`src/rtl/cfglock_pkg.sv`:
```
package cfglock_pkg;
    localparam logic [7:0] KEY_OPEN_A = 8'h55;
    localparam logic [7:0] KEY_OPEN_B = 8'hAA;

    typedef enum logic {
        KS_IDLE  = 1'b0,
        KS_ARMED = 1'b1
    } key_state_e;
endpackage

```
`src/rtl/cfglock_keyseq.sv`:
```
module cfglock_keyseq
    import cfglock_pkg::*;
#(
    parameter int NREG = 4,
    parameter int DW   = 8,
    parameter int AW   = 3,
    parameter int WIN  = 16
) (
    input  logic          clk,
    input  logic          rst_n,
    input  logic          wr_en_i,
    input  logic [AW-1:0] wr_addr_i,
    input  logic [DW-1:0] wr_data_i,
    input  logic          cfg_acc_i,
    output logic          open_o
);
    localparam int          CW       = $clog2(WIN + 1);
    localparam logic [AW-1:0] UNLK_ADR = AW'(NREG);

    typedef struct packed {
        key_state_e    st;
        logic [CW-1:0] cnt;
    } ks_t;

    ks_t ks_d, ks_q;
    logic key_hit, key_done;

    always_comb begin
        ks_d     = ks_q;
        key_hit  = wr_en_i && (wr_addr_i == UNLK_ADR);
        key_done = key_hit && (wr_data_i == DW'(KEY_OPEN_B)) && (ks_q.st == KS_ARMED);
        if (wr_en_i) begin
            ks_d.st = (key_hit && (wr_data_i == DW'(KEY_OPEN_A))) ? KS_ARMED : KS_IDLE;
        end
        if (cfg_acc_i) begin
            ks_d.cnt = '0;
        end else if (key_done) begin
            ks_d.cnt = CW'(WIN);
        end else if (ks_q.cnt != '0) begin
            ks_d.cnt = ks_q.cnt - 1'b1;
        end
    end

    always_ff @(posedge clk or negedge rst_n) begin
        if (!rst_n) begin
            ks_q <= '{st: KS_IDLE, cnt: '0};
        end else begin
            ks_q <= ks_d;
        end
    end

    assign open_o = (ks_q.cnt != '0);
endmodule

```
`src/rtl/cfglock_bank.sv`:
```
module cfglock_bank #(
    parameter int NREG = 4,
    parameter int DW   = 8
) (
    input  logic               clk,
    input  logic               rst_n,
    input  logic [NREG-1:0]    we_i,
    input  logic [DW-1:0]      wdata_i,
    input  logic [NREG-1:0]    upset_i,
    input  logic               upset_lvl_i,
    output logic [NREG*DW-1:0] val_o,
    output logic [NREG-1:0]    bad_o
);
    typedef struct packed {
        logic [DW-1:0] tv;
        logic [DW-1:0] sv;
    } pair_t;

    for (genvar r = 0; r < NREG; r++) begin : g_reg
        pair_t p_d, p_q;

        always_comb begin
            p_d = p_q;
            if (upset_i[r]) begin
                p_d.tv = {DW{upset_lvl_i}};
                p_d.sv = {DW{upset_lvl_i}};
            end else if (we_i[r]) begin
                p_d.tv = wdata_i;
                p_d.sv = ~wdata_i;
            end
        end

        always_ff @(posedge clk or negedge rst_n) begin
            if (!rst_n) begin
                p_q <= '{tv: '0, sv: '1};
            end else begin
                p_q <= p_d;
            end
        end

        assign val_o[r*DW +: DW] = p_q.tv;
        assign bad_o[r]          = |(~(p_q.tv ^ p_q.sv));
    end
endmodule

```
`src/rtl/cfglock_top.sv`:
```
module cfglock_top #(
    parameter int NREG = 4,
    parameter int DW   = 8,
    parameter int AW   = 3,
    parameter int WIN  = 16
) (
    input  logic               clk,
    input  logic               rst_n,
    input  logic               wr_en_i,
    input  logic [AW-1:0]      wr_addr_i,
    input  logic [DW-1:0]      wr_data_i,
    input  logic               err_clr_i,
    input  logic [NREG-1:0]    upset_i,
    input  logic               upset_lvl_i,
    output logic [NREG*DW-1:0] cfg_o,
    output logic               locked_o,
    output logic               integ_err_o
);
    logic            open_w, cfg_hit, cfg_acc;
    logic [NREG-1:0] we_w, bad_w;
    logic            err_d, err_q;

    assign cfg_hit = wr_en_i && (wr_addr_i < AW'(NREG));
    assign cfg_acc = cfg_hit && open_w;

    for (genvar r = 0; r < NREG; r++) begin : g_dec
        assign we_w[r] = cfg_acc && (wr_addr_i == AW'(r));
    end

    cfglock_keyseq #(.NREG(NREG), .DW(DW), .AW(AW), .WIN(WIN)) u_key (
        .clk       (clk),
        .rst_n     (rst_n),
        .wr_en_i   (wr_en_i),
        .wr_addr_i (wr_addr_i),
        .wr_data_i (wr_data_i),
        .cfg_acc_i (cfg_acc),
        .open_o    (open_w)
    );

    cfglock_bank #(.NREG(NREG), .DW(DW)) u_bank (
        .clk         (clk),
        .rst_n       (rst_n),
        .we_i        (we_w),
        .wdata_i     (wr_data_i),
        .upset_i     (upset_i),
        .upset_lvl_i (upset_lvl_i),
        .val_o       (cfg_o),
        .bad_o       (bad_w)
    );

    always_comb begin
        err_d = (err_q && !err_clr_i) || (|bad_w);
    end

    always_ff @(posedge clk or negedge rst_n) begin
        if (!rst_n) begin
            err_q <= 1'b0;
        end else begin
            err_q <= err_d;
        end
    end

    assign locked_o    = !open_w;
    assign integ_err_o = err_q;
endmodule

```
`config.mk`:
```
export PLATFORM = sky130hd
export DESIGN_NAME = cfglock_top
export DESIGN_NICKNAME = d
export VERILOG_FILES = /design/src/rtl/cfglock_pkg.sv /design/src/rtl/cfglock_keyseq.sv /design/src/rtl/cfglock_bank.sv /design/src/rtl/cfglock_top.sv
export SDC_FILE = /design/constraint.sdc
export NUM_CORES = 1
export LEC_CHECK = 0
export BUFFER_PORTS_ARGS = -buffer_cell sky130_fd_sc_hd__buf_2
export CAP_MARGIN = 20
export CORE_MARGIN = 2
export CORE_UTILIZATION = 25
export CTS_CLUSTER_DIAMETER = 30
export CTS_CLUSTER_SIZE = 40
export DETAILED_ROUTE_END_ITERATION = 10
export PLACE_DENSITY_LB_ADDON = 0.25
export SYNTH_ARGS = -nofsm -noshare
export SYNTH_HDL_FRONTEND = slang
export SYNTH_SLANG_ARGS = --single-unit
```
`constraint.sdc`:
```
create_clock -name clk -period 2.3 [get_ports clk]
set_input_delay 0.23 -clock clk [delete_from_list [all_inputs] [get_ports clk]]
set_output_delay 0.23 -clock clk [all_outputs]
set_load 0.1 [all_outputs]
```
==> flow_metrics.env, run 1 <==
export IMPL_intPower_mw=2.70
export IMPL_worstSetupStartpointType="flip-flop"
export IMPL_final_nets=458
export IMPL_holdPathStages=2
export IMPL_antenna_cells=0
export IMPL_yosysTopAreaCell="dfrtp_1"
export IMPL_grt_pass1_vias=2901
export IMPL_rrSetupSlack_ps=170
export IMPL_drc=0
export IMPL_start_util=0.255
export IMPL_grt_first_pass_wirelength_um=16500
export IMPL_power_leakage_nw=1.92
export IMPL_cts_tree="yes"
export IMPL_clkPwrFrac=0.297
export IMPL_yosysUniqueCellTypes=33
export IMPL_vias=2872
export IMPL_cts_htree_levels=3
export IMPL_synth_area_per_cell_um2=9.28
export IMPL_wl_um=10500
export IMPL_synthArstFlopShare=1.00
export IMPL_vias_per_cell=4.56
export IMPL_synth_top_cells_by_area="dfrtp_1 25%, dfstp_2 22%, o21ai_0 12%"
export IMPL_numCtsBuffers=9
export IMPL_die_h_um=128
export IMPL_synth_fp_nets=438
export IMPL_insertion_delay_ps=330
export IMPL_min_to="u_key.ks_q[5]$_DFFE_PN0P_"
export IMPL_numPortBuffers=53
export IMPL_setup_viol_count_final=0
export IMPL_cp_required_ps=2070
export IMPL_die_w_um=128
export IMPL_power_total_mw=4.44
export IMPL_crit_arrival_ps=1960
export IMPL_cp_end_kind="output port"
export IMPL_drive_above_1_share=0.278
export IMPL_root_buffer="clkbuf_16"
export IMPL_synthCells=417
export IMPL_firstDrtPassIters=4
export IMPL_synth_edf_count=0
export IMPL_combPwrFrac=0.330
export IMPL_pwr_density_cell_nw_per_um2=1000
export IMPL_synth_area_um2=3870
export IMPL_ys_ff_latch=71
export IMPL_rows=45
export IMPL_swShare=0.392
export IMPL_max_cap_viol_count=0
export IMPL_seq_power_share=0.373
export IMPL_grt_usage=0.134
export IMPL_yosysWarningCount=0
export IMPL_final_period_utilization=0.952
export IMPL_grt_overflow=0
export IMPL_worst_r2r_path_depth=6
export IMPL_clock_sinks=71
export IMPL_postCtsSetupRepairBufs=0
export IMPL_antenna_found_initial=0
export IMPL_tightest_slew_ps=497
export IMPL_design_core_area_um2=15100
export IMPL_synth_top_area_share=0.252
export IMPL_routedWlPerCell_um=16.7
export IMPL_yosysSeqAreaShare=0.470
export IMPL_syn2layout_area_growth_pct=14.4
export IMPL_fin_crit_ps=2190
export IMPL_r2r_end="u_bank.g_reg[2].p_q[1]$_DFFE_PN1P_"
export IMPL_status="finished, final reports clean"
export IMPL_drt_iter0_drc=183
export IMPL_hpwl_um=7480
export IMPL_finalHoldViolCount=0
export IMPL_finalCoreUtilization=0.292
export IMPL_min_from="wr_en_i"
export IMPL_path_clk_slew_ps=60
export IMPL_relSlewSlack=0.671
export IMPL_ys_flop_type="dfrtp_1"
export IMPL_clock_path_buffers=2
export IMPL_skew_ps=7.33
export IMPL_grt_max_degree=72
export IMPL_nFillCells=1604
export IMPL_antenna_left=0
export IMPL_path_class="flip-flop to output port"
export IMPL_io_pins=54
export IMPL_place_congestion=0.792
export IMPL_timing_fmax_mhz=457
export IMPL_slew_violations=0
export IMPL_setup_tns_ps=0
export IMPL_worstPathMaxFanout=8
export IMPL_switchingPower_mw=1.74
export IMPL_timing_rr_start="u_key.ks_q[0]$_DFFE_PN0P_"
export IMPL_ir_drop_mv=0.709
export IMPL_hold_path_class="primary input to flip-flop"
export IMPL_hold_ws_ps=94.4
export IMPL_rsz0062_at_grt="no"
export IMPL_die_area_um2=16500
-- cell usage after synthesis, types with 2 or more instances --
cell type and count:
buf_1 4, nor2_1 4, a41oi_2 4, dfrtp_1 39, nand2b_1 4, buf_2 2, nor3_1 5, buf_4 40
and2_1 4, or4b_1 2, clkbuf_1 7, nand2_1 63, xor2_1 29, mux2_4 6, xnor2_1 4, mux2_1 2
inv_1 17, buf_6 4, nand4_1 8, nor4_1 2, o21ai_0 89, a21oi_1 36, dfstp_2 32
-- cells in the final DEF, fill, tap and decap left out, types with 2 or more instances in the layout --
cell type,netlist,final
clkbuf_16,0,9
buf_12,0,4
inv_1,17,16
and2_1,4,4
nor3_1,5,5
dfstp_2,32,32
xor2_1,29,29
a41oi_2,4,3
nand2b_1,4,4
buf_2,2,52
xnor2_1,4,4
nand2_1,63,63
mux2_1,2,2
nand4_1,8,8
dfrtp_1,39,39
o21ai_0,89,89
nor4_1,2,2
clkbuf_1,7,4
buf_4,40,9
clkbuf_8,0,3
a21oi_1,36,36
nor2_1,4,4
mux2_4,6,6
-- stage by stage --
stage                     std cells  worst slack [ps]  cell area (um2)
final                           630               110             4430
after global routing            630              20.9             4430
after CTS                       630              55.4             4410
after detailed placement        613              80.5             4120
after global placement          613               141             4120
after floorplan                 417              2.69             3870
-- layer usage --
metal	track usage	wire length (um)
met3	0.0262	508
met1	0.190	4990
met4	0.0485	213
met5	0	0
met2	0.203	4780
-- power by group through the flow --
stage	clock network (mW)	registers, mW	logic, mW
final	1.32	1.66	1.46
after global routing	1.42	1.68	1.58
after CTS	1.35	1.66	1.46
after global placement	0	1.68	1.43
after floorplan	0	1.63	1.24
after detailed placement	0	1.68	1.45
-- state kept, by name, indices dropped and copies added, names as in the netlist --
signal and flops:
u_key.ks_q 6, u_bank.val_o 32, u_bank.g.p_q 32, integ_err_o 1
-- final cells by class --
class	count	area [um2]	area share
Multi-Input combinational cell	272	1610	0.363
Sequential cell	71	1820	0.411
Timing Repair Buffer	66	418	0.0944
Inverter	17	67.6	0.0153
Tap cell	188	235	0.0532
Clock buffer	16	282	0.0636
-- critical path, cell delays in order (launching register included) --
cell and delay (ps):
dfrtp_1 410, inv_1 70, ha_1 200, or4b_4 580
clkinvlp_4 180, buf_12 180
-- worst max path at each step --
| stage | startpoint | end | slack (ps) | cells past startpoint |
|---|---|---|---|---|
| 3_3_place_gp | u_key.ks_q[0]$_DFFE_PN0P_ | u_bank.g_reg[2].p_q[6]$_DFFE_PN1P_ | 140 | 6 |
| 6_report | u_key.ks_q[0]$_DFFE_PN0P_ | locked_o | 110 | 5 |
| 2_1_floorplan | u_key.ks_q[0]$_DFFE_PN0P_ | u_key.ks_q[0]$_DFFE_PN0P_ | 3 | 8 |
| 5_1_grt | u_key.ks_q[0]$_DFFE_PN0P_ | locked_o | 20 | 5 |
| 4_1_cts | u_key.ks_q[0]$_DFFE_PN0P_ | locked_o | 60 | 5 |
| 3_5_place_dp | u_key.ks_q[0]$_DFFE_PN0P_ | u_bank.val_o[12]$_DFFE_PN0P_ | 80 | 6 |
-- timing repair --
action                     CTS  global route
resized for setup            1             2
hold buffers                 1             0
hold endpoints to repair    39             0
setup endpoints to repair    1             1
-- cell families (layout without fill, tap and decap cells) --
kind of cell    after synthesis  after routing  synth area share
mux                           9              9            0.0320
buf+inv                      74             99             0.119
fa+ha+maj                     1              1           0.00323
compound gates              131            131             0.183
flops                        71             71             0.470
simple gates                 98             98             0.119
xor+xnor                     33             33            0.0747
Note: power is estimated with default switching activity, not from simulation.
==> run 2, diff against run 1 <==
Settings changed: CTS_BUF_LIST set to sky130_fd_sc_hd__clkbuf_4 sky130_fd_sc_hd__clkbuf_8, HOLD_SLACK_MARGIN set to 0.08.
==> flow_metrics.env, run 2 (synthesized netlist as in run 1, its figures left out) <==
export IMPL_grt_max_degree=72
export IMPL_worstSetupStartpointType="flip-flop"
export IMPL_clock_path_buffers=2
export IMPL_combPwrFrac=0.357
export IMPL_firstDrtPassIters=5
export IMPL_min_from="upset_i[3]"
export IMPL_tightest_slew_ps=497
export IMPL_root_buffer="clkbuf_8"
export IMPL_syn2layout_area_growth_pct=12.5
export IMPL_cp_required_ps=2070
export IMPL_final_nets=459
export IMPL_final_cell_mix="89 x o21ai_0, 63 x nand2_1, 52 x buf_2"
export IMPL_timing_rr_start="u_key.ks_q[0]$_DFFE_PN0P_"
export IMPL_power_total_mw=4.12
export IMPL_seq_power_share=0.401
export IMPL_rsz0062_at_grt="no"
export IMPL_crit_arrival_ps=1980
export IMPL_skew_ps=9.14
export IMPL_drt_iter0_drc=202
export IMPL_timing_fmax_mhz=452
export IMPL_status="finished, final reports clean"
export IMPL_postCtsSetupRepairBufs=0
export IMPL_die_area_um2=16500
export IMPL_grt_first_pass_wirelength_um=16600
export IMPL_relSlewSlack=0.671
export IMPL_cts_tree="yes"
export IMPL_final_period_utilization=0.962
export IMPL_numPortBuffers=53
export IMPL_power_leakage_nw=1.89
export IMPL_cp_end_kind="output port"
export IMPL_setup_viol_count_final=0
export IMPL_grt_pass1_vias=2901
export IMPL_layout_cells_non_filler=631
export IMPL_rows=45
export IMPL_place_congestion=0.792
export IMPL_clkPwrFrac=0.242
export IMPL_finalHoldViolCount=0
export IMPL_switchingPower_mw=1.71
export IMPL_ir_drop_mv=0.699
export IMPL_io_pins=54
export IMPL_clock_sinks=71
export IMPL_holdPathStages=3
export IMPL_fin_crit_ps=2210
export IMPL_max_cap_viol_count=0
export IMPL_antenna_found_initial=0
export IMPL_path_clk_slew_ps=70
export IMPL_worstPathMaxFanout=8
export IMPL_setup_tns_ps=0
export IMPL_numCtsBuffers=9
export IMPL_drive_above_1_share=0.289
export IMPL_final_common_cell="o21ai_0"
export IMPL_vias=2867
export IMPL_path_class="flip-flop to output port"
export IMPL_hpwl_um=7480
export IMPL_place_inst=613
export IMPL_start_util=0.255
export IMPL_grt_overflow=0
export IMPL_design_core_area_um2=15100
export IMPL_final_setup_worst_slack_ps=88.3
export IMPL_antenna_cells=0
export IMPL_insertion_delay_ps=360
export IMPL_hold_ws_ps=277
export IMPL_critPathLaunch="u_key.ks_q[0]$_DFFE_PN0P_"
export IMPL_hold_path_class="primary input to flip-flop"
export IMPL_routedWlPerCell_um=16.7
export IMPL_vias_per_cell=4.54
export IMPL_pwr_density_cell_nw_per_um2=948
export IMPL_intPower_mw=2.41
export IMPL_antenna_left=0
export IMPL_drc=0
export IMPL_swShare=0.415
export IMPL_die_h_um=128
export IMPL_pre_cts_slack_ps=80.5
export IMPL_wl_um=10500
export IMPL_slew_violations=0
export IMPL_grt_usage=0.135
export IMPL_worst_r2r_path_depth=6
export IMPL_die_w_um=128
export IMPL_cts_htree_levels=3
run 2: routing by layer:
metal	share of wire	wire length [um]	global-route usage
met5	0	0	0
met4	0.026	273	0.0640
met3	0.035	371	0.0200
met2	0.45	4770	0.205
met1	0.48	5090	0.189
run 2: final timing paths:
check / end / slack, ps
max: locked_o / 90
min: u_bank.g_reg[3].p_q[4]$_DFFE_PN1P_ / 280
max reg2reg: u_bank.g_reg[2].p_q[1]$_DFFE_PN1P_ / 180
min reg2reg: u_bank.g_reg[0].p_q[3]$_DFFE_PN1P_ / 480
max in group asynchronous: u_bank.g_reg[0].p_q[2]$_DFFE_PN1P_ / 1530
min in group asynchronous: u_bank.val_o[9]$_DFFE_PN0P_ / 410
run 2: timing repair:
action                     4_1_cts  5_1_grt
hold endpoints to repair        40        0
resized for setup                1        3
hold buffers                     2        0
setup endpoints to repair        1        2
run 2: final cells by class:
class | count | area, um2
multi-input combinational | 272 | 1610
inverter | 17 | 67.6
timing repair buffer | 67 | 428
sequential | 71 | 1820
tap | 188 | 235
clock buffer | 16 | 195
fill | 1613 | 10800
run 2: metrics by stage:
stage,utilization,cell area (um2)
2_1_floorplan,-,3870
3_3_place_gp,0.272,4120
3_5_place_dp,0.272,4120
4_1_cts,0.286,4330
5_1_grt,0.287,4350
6_report,0.287,4350
run 2: power groups by stage:
stage / sequential, mW / combinational [mW] / clock [mW]
after floorplan: 1.63 / 1.24 / 0
after global placement: 1.68 / 1.43 / 0
after CTS: 1.66 / 1.46 / 1.02
final: 1.65 / 1.47 / 0.996
after detailed placement: 1.68 / 1.45 / 0
after global routing: 1.68 / 1.59 / 1.08
run 2: worst max-delay path, stage by stage, from the launching register on:
cell        delay, ps
dfrtp_1           420
inv_1              70
ha_2              200
or4b_4            570
clkinvlp_4        180
buf_12            180
